===== config.mk =====
export PLATFORM = sky130hd
export DESIGN_NAME = hash_seq_ctrl
export DESIGN_NICKNAME = d
export VERILOG_FILES = /design/src/rtl/hash_seq_pkg.sv /design/src/rtl/hseq_collect.sv /design/src/rtl/hseq_pass.sv /design/src/rtl/hseq_fsm.sv /design/src/rtl/hash_seq_ctrl.sv
export SDC_FILE = /design/constraint.sdc
export NUM_CORES = 2
export LEC_CHECK = 0
export CORE_MARGIN = 1
export CORE_UTILIZATION = 40
export CTS_CLUSTER_SIZE = 25
export DETAILED_ROUTE_END_ITERATION = 10
export PLACE_DENSITY = 0.64
export REMOVE_ABC_BUFFERS = 1
export SYNTH_ARGS = -nofsm -noshare
export SYNTH_HDL_FRONTEND = slang
export SYNTH_SLANG_ARGS = --single-unit

===== constraint.sdc =====
create_clock -name clk -period 6.2 [get_ports clk]
set_clock_uncertainty 0.1 [all_clocks]
set_input_delay 1.24 -clock clk [delete_from_list [all_inputs] [get_ports clk]]
set_output_delay 1.24 -clock clk [all_outputs]
set_load 0.05 [all_outputs]

===== src/rtl/hash_seq_pkg.sv =====
package hash_seq_pkg;
   typedef enum logic [1:0] {
      HM_MD5    = 2'd0,
      HM_SHA1   = 2'd1,
      HM_SHA224 = 2'd2,
      HM_SHA256 = 2'd3
   } hash_mode_e;
endpackage


===== src/rtl/hseq_collect.sv =====
// Input buffer: gathers WORDS words, then reports full until taken.
module hseq_collect #(
   parameter int WORDS  = 16,
   parameter int WORD_W = 32,
   parameter int IDX_W  = $clog2(WORDS)
) (
   input  logic                    clk,
   input  logic                    rst_n,
   input  logic                    flush,
   input  logic                    wr_en,
   input  logic [WORD_W-1:0]       wr_data,
   input  logic                    take,
   output logic                    full,
   output logic [IDX_W-1:0]        word_idx,
   output logic [WORDS*WORD_W-1:0] buf_flat
);
   localparam logic [IDX_W-1:0] LAST_IDX = IDX_W'(WORDS - 1);

   if (WORDS < 2) begin : g_bad_words
      $error("hseq_collect: WORDS must be at least 2");
   end

   logic [IDX_W-1:0] idx_q;
   logic             full_q;

   always_ff @(posedge clk or negedge rst_n) begin
      if (!rst_n) begin
         idx_q  <= '0;
         full_q <= 1'b0;
      end else if (flush) begin
         idx_q  <= '0;
         full_q <= 1'b0;
      end else begin
         if (take) full_q <= 1'b0;
         if (wr_en) begin
            if (idx_q == LAST_IDX) begin
               idx_q  <= '0;
               full_q <= 1'b1;
            end else begin
               idx_q <= idx_q + 1'b1;
            end
         end
      end
   end

   for (genvar gi = 0; gi < WORDS; gi++) begin : g_word
      logic [WORD_W-1:0] w_q;
      always_ff @(posedge clk or negedge rst_n) begin
         if (!rst_n)                              w_q <= '0;
         else if (wr_en && idx_q == IDX_W'(gi))   w_q <= wr_data;
      end
      assign buf_flat[gi*WORD_W +: WORD_W] = w_q;
   end

   assign full     = full_q;
   assign word_idx = idx_q;

   // a word is never written into a buffer that is waiting to be copied
   p_no_fill_when_full_r4: assert property (@(posedge clk) disable iff (!rst_n)
      wr_en |-> !full_q);
   // only a complete block is handed on
   p_take_needs_full_r1: assert property (@(posedge clk) disable iff (!rst_n)
      take |-> (full_q && idx_q == '0));
endmodule


===== src/rtl/hseq_pass.sv =====
// Working storage and pass timer standing in for the compression rounds.
module hseq_pass #(
   parameter int WORDS  = 16,
   parameter int WORD_W = 32,
   parameter int CNT_W  = 7
) (
   input  logic                    clk,
   input  logic                    rst_n,
   input  logic                    load,
   input  logic [CNT_W-1:0]        rounds,
   input  logic [WORDS*WORD_W-1:0] din,
   output logic                    busy,
   output logic                    finish,
   output logic [WORDS*WORD_W-1:0] dout
);
   logic [CNT_W-1:0]        cnt_q;
   logic [WORDS*WORD_W-1:0] work_q;

   always_ff @(posedge clk or negedge rst_n) begin
      if (!rst_n) begin
         cnt_q  <= '0;
         work_q <= '0;
      end else if (load) begin
         cnt_q  <= rounds;
         work_q <= din;
      end else if (cnt_q != '0) begin
         cnt_q <= cnt_q - 1'b1;
      end
   end

   assign busy   = (cnt_q != '0);
   assign finish = (cnt_q == CNT_W'(1));
   assign dout   = work_q;

   // working storage is reloaded only when no pass is running
   p_load_only_idle_r4: assert property (@(posedge clk) disable iff (!rst_n)
      load |-> (cnt_q == '0));
   // a pass starts with the round count selected for the hash
   p_count_loaded_r6: assert property (@(posedge clk) disable iff (!rst_n)
      load |=> (cnt_q == $past(rounds)));
   // the working block holds still while a pass runs
   p_work_stable_r4: assert property (@(posedge clk) disable iff (!rst_n)
      (busy && !load) |=> $stable(work_q));
endmodule


===== src/rtl/hseq_fsm.sv =====
// Sequencer: start, block accounting, ready flags and completion.
module hseq_fsm
   import hash_seq_pkg::*;
#(
   parameter int LEN_W   = 16,
   parameter int BLK_SH  = 6,
   parameter int CNT_W   = 7,
   parameter int R_LONG  = 80,
   parameter int R_SHORT = 64,
   parameter int IDX_W   = 4
) (
   input  logic             clk,
   input  logic             rst_n,
   input  logic             start,
   input  logic [1:0]       mode_in,
   input  logic [LEN_W-1:0] len,
   input  logic             wr_valid,
   input  logic             buf_full,
   input  logic [IDX_W-1:0] word_idx,
   input  logic             pass_busy,
   input  logic             pass_finish,
   input  logic             clr_out,
   output logic             wr_ready,
   output logic             take,
   output logic             flush,
   output logic [CNT_W-1:0] rounds,
   output logic             in_rdy,
   output logic             out_rdy
);
   localparam int BLK_CW = LEN_W - BLK_SH + 1;
   localparam logic [BLK_CW-1:0] ONE_B = BLK_CW'(1);

   if (LEN_W <= BLK_SH) begin : g_bad_len
      $error("hseq_fsm: LEN_W must exceed the block byte shift");
   end
   if (R_LONG < 1 || R_SHORT < 1) begin : g_bad_rounds
      $error("hseq_fsm: round counts must be positive");
   end

   logic [LEN_W:0]    len_ext;
   logic [BLK_CW-1:0] need_c;
   logic [BLK_CW-1:0] need_q, blk_in_q, blk_done_q, blk_in_nx, blk_done_nx;
   logic [CNT_W-1:0]  rounds_q;
   logic              active_q, in_rdy_q, out_rdy_q;
   logic              start_ok, accept, last_done;

   assign len_ext     = {1'b0, len} + (LEN_W+1)'((1 << BLK_SH) - 1);
   assign need_c      = len_ext[LEN_W:BLK_SH];
   assign start_ok    = start && !active_q;
   assign wr_ready    = active_q && !buf_full && (blk_in_q < need_q);
   assign accept      = wr_valid && wr_ready;
   assign take        = active_q && buf_full && !pass_busy;
   assign flush       = start_ok;
   assign blk_in_nx   = blk_in_q + ONE_B;
   assign blk_done_nx = blk_done_q + ONE_B;
   assign last_done   = active_q && pass_finish && (blk_done_nx == need_q);

   always_ff @(posedge clk or negedge rst_n) begin
      if (!rst_n) begin
         active_q   <= 1'b0;
         need_q     <= '0;
         blk_in_q   <= '0;
         blk_done_q <= '0;
         rounds_q   <= '0;
         in_rdy_q   <= 1'b0;
         out_rdy_q  <= 1'b0;
      end else if (start_ok) begin
         need_q     <= need_c;
         blk_in_q   <= '0;
         blk_done_q <= '0;
         rounds_q   <= (mode_in == HM_SHA1) ? CNT_W'(R_LONG) : CNT_W'(R_SHORT);
         active_q   <= (need_c != '0);
         in_rdy_q   <= (need_c != '0);
         out_rdy_q  <= (need_c == '0);
      end else begin
         if (accept && word_idx == '0) in_rdy_q <= 1'b0;
         if (take) begin
            blk_in_q <= blk_in_nx;
            if (blk_in_nx < need_q) in_rdy_q <= 1'b1;
         end
         if (active_q && pass_finish) blk_done_q <= blk_done_nx;
         if (last_done) begin
            active_q  <= 1'b0;
            out_rdy_q <= 1'b1;
         end else if (clr_out) begin
            out_rdy_q <= 1'b0;
         end
      end
   end

   assign rounds  = rounds_q;
   assign in_rdy  = in_rdy_q;
   assign out_rdy = out_rdy_q;

   // the first word of a block withdraws the ready flag
   p_first_word_drops_ready_r2: assert property (@(posedge clk) disable iff (!rst_n)
      (accept && word_idx == '0) |=> !in_rdy_q);
   // the end of the final pass marks completion
   p_last_pass_sets_done_r5: assert property (@(posedge clk) disable iff (!rst_n)
      (active_q && pass_finish && blk_done_nx == need_q) |=> out_rdy_q);
   // a start during an active hash leaves the sampled mode alone
   p_busy_start_ignored_r10: assert property (@(posedge clk) disable iff (!rst_n)
      (start && active_q) |=> $stable(rounds_q));
   // no more blocks are copied than the message needs
   p_block_bound_r4: assert property (@(posedge clk) disable iff (!rst_n)
      take |-> (blk_in_q < need_q));
endmodule


===== src/rtl/hash_seq_ctrl.sv =====
module hash_seq_ctrl #(
   parameter int WORD_W       = 32,
   parameter int WORDS        = 16,
   parameter int LEN_W        = 16,
   parameter int ROUNDS_LONG  = 80,
   parameter int ROUNDS_SHORT = 64
) (
   input  logic                    clk,
   input  logic                    rst_n,
   input  logic                    cfg_dma_en,
   input  logic                    cfg_irq_en,
   input  logic                    hash_start,
   input  logic [1:0]              hash_mode,
   input  logic [LEN_W-1:0]        msg_len,
   input  logic                    wr_valid,
   input  logic [WORD_W-1:0]       wr_data,
   output logic                    wr_ready,
   input  logic                    clr_done,
   output logic                    in_rdy,
   output logic                    out_rdy,
   output logic                    dma_req,
   output logic                    irq_n,
   output logic                    pass_busy,
   output logic [WORDS*WORD_W-1:0] work_data
);
   localparam int BLK_BYTES = WORDS * WORD_W / 8;
   localparam int BLK_SH    = $clog2(BLK_BYTES);
   localparam int R_MAX     = (ROUNDS_LONG > ROUNDS_SHORT) ? ROUNDS_LONG : ROUNDS_SHORT;
   localparam int CNT_W     = $clog2(R_MAX + 1);
   localparam int IDX_W     = $clog2(WORDS);

   if ((WORD_W % 8) != 0 || (1 << BLK_SH) != BLK_BYTES) begin : g_bad_block
      $error("hash_seq_ctrl: block size must be a power-of-two byte count");
   end

   logic                    wr_en, take, flush, buf_full, finish;
   logic [IDX_W-1:0]        word_idx;
   logic [CNT_W-1:0]        rounds;
   logic [WORDS*WORD_W-1:0] buf_flat;

   assign wr_en = wr_valid && wr_ready;

   hseq_collect #(.WORDS(WORDS), .WORD_W(WORD_W), .IDX_W(IDX_W)) collect_i (
      .clk(clk), .rst_n(rst_n), .flush(flush), .wr_en(wr_en), .wr_data(wr_data),
      .take(take), .full(buf_full), .word_idx(word_idx), .buf_flat(buf_flat)
   );

   hseq_pass #(.WORDS(WORDS), .WORD_W(WORD_W), .CNT_W(CNT_W)) pass_i (
      .clk(clk), .rst_n(rst_n), .load(take), .rounds(rounds), .din(buf_flat),
      .busy(pass_busy), .finish(finish), .dout(work_data)
   );

   hseq_fsm #(.LEN_W(LEN_W), .BLK_SH(BLK_SH), .CNT_W(CNT_W), .R_LONG(ROUNDS_LONG),
              .R_SHORT(ROUNDS_SHORT), .IDX_W(IDX_W)) fsm_i (
      .clk(clk), .rst_n(rst_n), .start(hash_start), .mode_in(hash_mode), .len(msg_len),
      .wr_valid(wr_valid), .buf_full(buf_full), .word_idx(word_idx),
      .pass_busy(pass_busy), .pass_finish(finish), .clr_out(clr_done),
      .wr_ready(wr_ready), .take(take), .flush(flush), .rounds(rounds),
      .in_rdy(in_rdy), .out_rdy(out_rdy)
   );

   assign dma_req = cfg_dma_en & in_rdy;
   assign irq_n   = ~(cfg_irq_en & out_rdy);

   // the interrupt is asserted only alongside completion
   p_irq_needs_done_r8: assert property (@(posedge clk) disable iff (!rst_n)
      !irq_n |-> (out_rdy && cfg_irq_en));
   // a clear with no completion pending leaves the flag low
   p_clear_drops_done_r9: assert property (@(posedge clk) disable iff (!rst_n)
      (clr_done && !pass_busy && !hash_start) |=> !out_rdy);
endmodule


==> metrics.md <==
| Metric | Value |
|---|---|
| Iteration count of the initial detailed-routing pass | `5` |
| Data required time of the worst path | `between 4 and 5 ns` |
| Pwr dens | `around 380 mW/mm^2` |
| Post-synthesis instance area | `0.0422 sq mm` |
| Number of design-rule violations left by the first detailed-router iteration | `2048` |
| Number of maximum-capacitance constraint violations | `0` |
| Final critical-path share of the clock period | `82.2%` |
| Clk_lat worst skew | `0.69 ns` |
| Initial Utilization | `between 40% and 50%` |
| Clk root buf | `sky130_fd_sc_hd__clkbuf_16` |
| Total routing usage reported by global routing | `21.2%` |
| Sequential cell area fraction in the yosys report | `a little under two thirds` |
| Number of synthesized flops with an enable pin | `0` |
| Synthesis warning total | `0` |
| Die footprint | `approximately 0.11 sq mm` |
| Worst Path Arrival | `3.76 ns` |
| Total via count after detailed routing | `27.8k` |
| Post-cts gate resize count | `0` |
| Multi-input combinational cell area | `0.0142 sq mm` |
| Maximum number of pins on one net before global-route repair | `between 150 and 200` |
| Post-synthesis cell type with the largest combined area | `sky130_fd_sc_hd__dfrtp_1` |
| Setup WS pre-CTS | `1.64 ns` |
| Maximum buffer depth of the clock tree | `3` |
| Maximum level of the CTS H-tree | `3` |
| Num CTS Buffers | `109` |
| Endpoint of the worst-slack reg-to-reg timing path | `collect_i.g_word[5].w_q[10]` |
| Number of register bits inferred by synthesis | `around 1.1k` |
| Overall power after layout | `20.0 mW` |
| Critical path cell sequence | `inv_1 > ha_1 > a21o_1 > a21o_1 > a2111oi_4 > o21a_4 > clkdlybuf4s50_1` |
| Crit end category | `output port` |
| Worst-Margin Slew | `1.18 ns` |
| Post-Syn Area per Cell | `11.4 sq um` |
| Result of the run | `finished, final reports clean` |
| Footprint of the flip-flops and latches | `0.0269 sq mm` |
| Slowest CP cell | `sky130_fd_sc_hd__clkdlybuf4s50_1` |
| Most numerous cell in the Yosys netlist | `sky130_fd_sc_hd__nand2_1` |
| RD Place Congestion | `0.794` |
| Remaining global-route overflow | `0` |
| TNS Setup | `0 ns` |
| Via count of the first global-routing pass | `28.0k` |
| Number of filler cells placed in the layout | `9186` |
| Depth of the worst register-to-register path | `9` |
| Kind of start point of the critical path | `flip-flop` |
| Height of the die | `327 um` |
| Proportion of layout cells with a drive suffix above 1 | `between 15 and 20%` |
| Most area-consuming cells after synthesis | `sky130_fd_sc_hd__dfrtp_1, sky130_fd_sc_hd__nand2_1, sky130_fd_sc_hd__mux2_2` |
| Initial antenna violation count | `2` |
| Horizontal extent of the die | `327 um` |
| Placeable core region | `about 0.10 sq mm` |
| Wire length of the first global-routing pass | `174000 um` |
| Worst setup slack after layout | `1.10 ns` |
| Net total in the final layout | `4283` |
| Total half-perimeter wirelength after legalization and detailed placement | `69500 um` |
| Maximum clock rate | `0.196 GHz` |
| Setup bufs post-CTS | `0` |
| Number of sinks on the clock net | `roughly 1.1k` |
| Async SR Flop Fraction | `100%` |
| Setup violations, final | `0` |
| Hold Fails Final Rpt | `0` |
| Kind of cell adding the most delay to the critical path | `compound AO/OA/AOI/OAI gates` |
| Buffers and inverters on the worst path | `2` |
| Per-cell via count in the routed design | `approximately 4.9` |
| Kind of path behind the tightest hold check | `flip-flop to flip-flop` |
| Clock tree from TritonCTS | `yes` |
| Static Leakage | `26.9 nW` |
| WS Path Type | `flip-flop to output port` |
| Area grow syn2layout | `25.6%` |
| Worst R2R Setup Slack | `2.03 ns` |
| Overall routed net length | `113000 um` |
| Total of hold buffers inserted after clock tree synthesis | `0` |
| Critical path launch point | `fsm_i.need_q[8]` |
| Synth unique cells | `50` |
| Leading post-synthesis cells by instance count | `sky130_fd_sc_hd__nand2_1, sky130_fd_sc_hd__dfrtp_1, sky130_fd_sc_hd__mux2_2, sky130_fd_sc_hd__clkbuf_1, sky130_fd_sc_hd__mux2_1` |
| Number of cells on the critical path | `7` |
| Number of placement rows | `around 120` |
| Fin. max-slew vios | `0` |
| Termination of the worst setup path | `wr_ready` |
| Detail-routed net length per standard cell | `19.9 um` |
| Most frequent cell on the critical path | `sky130_fd_sc_hd__a21o_1` |
| Final critical-path required period | `between 5 and 6 ns` |
| Post-Synthesis Cells | `about 3.7k` |
| Residual DRC count | `0` |
| Port Buffer Count | `roughly 570` |
| Highest cell delay on the worst timing path | `0.93 ns` |
| IO Count | `575` |
| Peak supply drop | `between 0.2 and 0.25 mV` |
| Startpoint of the lowest-slack register-to-register path | `fsm_i.need_q[8]` |
| ANT cells | `0` |
| Top_reg_cell synth | `sky130_fd_sc_hd__dfrtp_1` |
| Area share of the largest cell type after synthesis | `between 60% and 70%` |
| Worst relative slew slack | `about a fifth` |
| Setup repair after global routing missed its margin | `false` |
| Number of nets with antenna violations after detailed routing | `0` |
| Peak fanout along the critical path | `22` |
| Clock input transition at the sequential cells of the worst setup and hold paths | `0.06 ns` |
[metal layers]
layer | vias up | GRT usage (%) | wire length, um
met4 | 0 | 6.32 | 2800
met3 | 145 | 5.30 | 7310
met2 | 655 | 34.1 | 54100
met1 | 14100 | 28.2 | 48400
met5 | - | 0 | 0
li1 | 12900 | - | -
[registers in the layout, summed over array words and instances (netlist names)]
| register | count |
|---|---|
| fsm_i.blk_in_q | 11 |
| fsm_i.rounds | 2 |
| collect_i.full | 1 |
| collect_i.g_word.w_q | 512 |
| collect_i.word_idx | 4 |
| fsm_i.need_q | 11 |
| fsm_i.active_q | 1 |
| fsm_i.in_rdy | 1 |
| fsm_i.out_rdy | 1 |
| fsm_i.blk_done_q | 11 |
| pass_i.cnt_q | 7 |
| pass_i.dout | 512 |
[where the power goes]
part,switching (mW),internal [mW],leakage (nW)
Clock,2.81,4.23,1.92
Sequential,0.886,8.58,14.4
Combinational,1.73,1.76,10.5
Total,5.43,14.6,26.9
[tightest hold or removal path, delay by kind of cell, from the launching register on]
family,cells,cell delay (ns)
DFF,1,0.34
and+or+nand+nor,2,0.10
[worst min-delay path by stage]
stage | start | to | slack (ns) | cells past startpoint
2_1_floorplan | collect_i.g_word[5].w_q[12] | pass_i.dout[172] | 0.33 | 2
3_3_place_gp | collect_i.g_word[1].w_q[15] | pass_i.dout[47] | 0.34 | 2
3_5_place_dp | collect_i.g_word[0].w_q[15] | pass_i.dout[15] | 0.34 | 2
4_1_cts | collect_i.g_word[9].w_q[26] | pass_i.dout[314] | 0.36 | 2
5_1_grt | collect_i.g_word[15].w_q[18] | pass_i.dout[498] | 0.37 | 2
6_report | collect_i.g_word[14].w_q[12] | pass_i.dout[460] | 0.35 | 2
[placed cells by master, fill, tap and decap left out, drive strengths merged, types with 17 or more instances in the layout]
master            n
nor2             17
o21ai            38
clkbuf          158
inv              24
ha               28
a21oi            20
clkinv           25
buf              39
mux2            512
clkdlybuf4s50   573
xnor2            23
nand3            34
dfrtp          1074
nand2          1591
[cells by family after synthesis]
logic type / share of synthesized area (%)
simple gates: 16.1
compound gates: 1.43
xor+xnor: 0.748
flops: 63.7
mux: 14.5
buf+inv: 2.70
fa+ha+maj: 0.831
[area by class of cell]
| type | count | share of cell area (%) |
|---|---|---|
| flip-flops and latches | 1074 | 50.8 |
| multi-input cells | 2380 | 26.9 |
| repair buffers | 612 | 11.6 |
| clock buffers | 158 | 6.15 |
| well taps | 1380 | 3.26 |
| clock inverters | 46 | 1.21 |
| inverters | 21 | 0.149 |
[through the flow]
stage	utilization, %	cell area (sq um)	std cells	hold slack, ns
after global placement	47.2	49100	5467	0.342
after CTS	50.9	53000	5671	0.357
final	50.9	53000	5671	0.347
after global routing	50.9	53000	5671	0.371
after detailed placement	47.2	49100	5467	0.343
after floorplan	-	41100	3475	0.332
No activity file was read; power rests on OpenSTA's default activity.
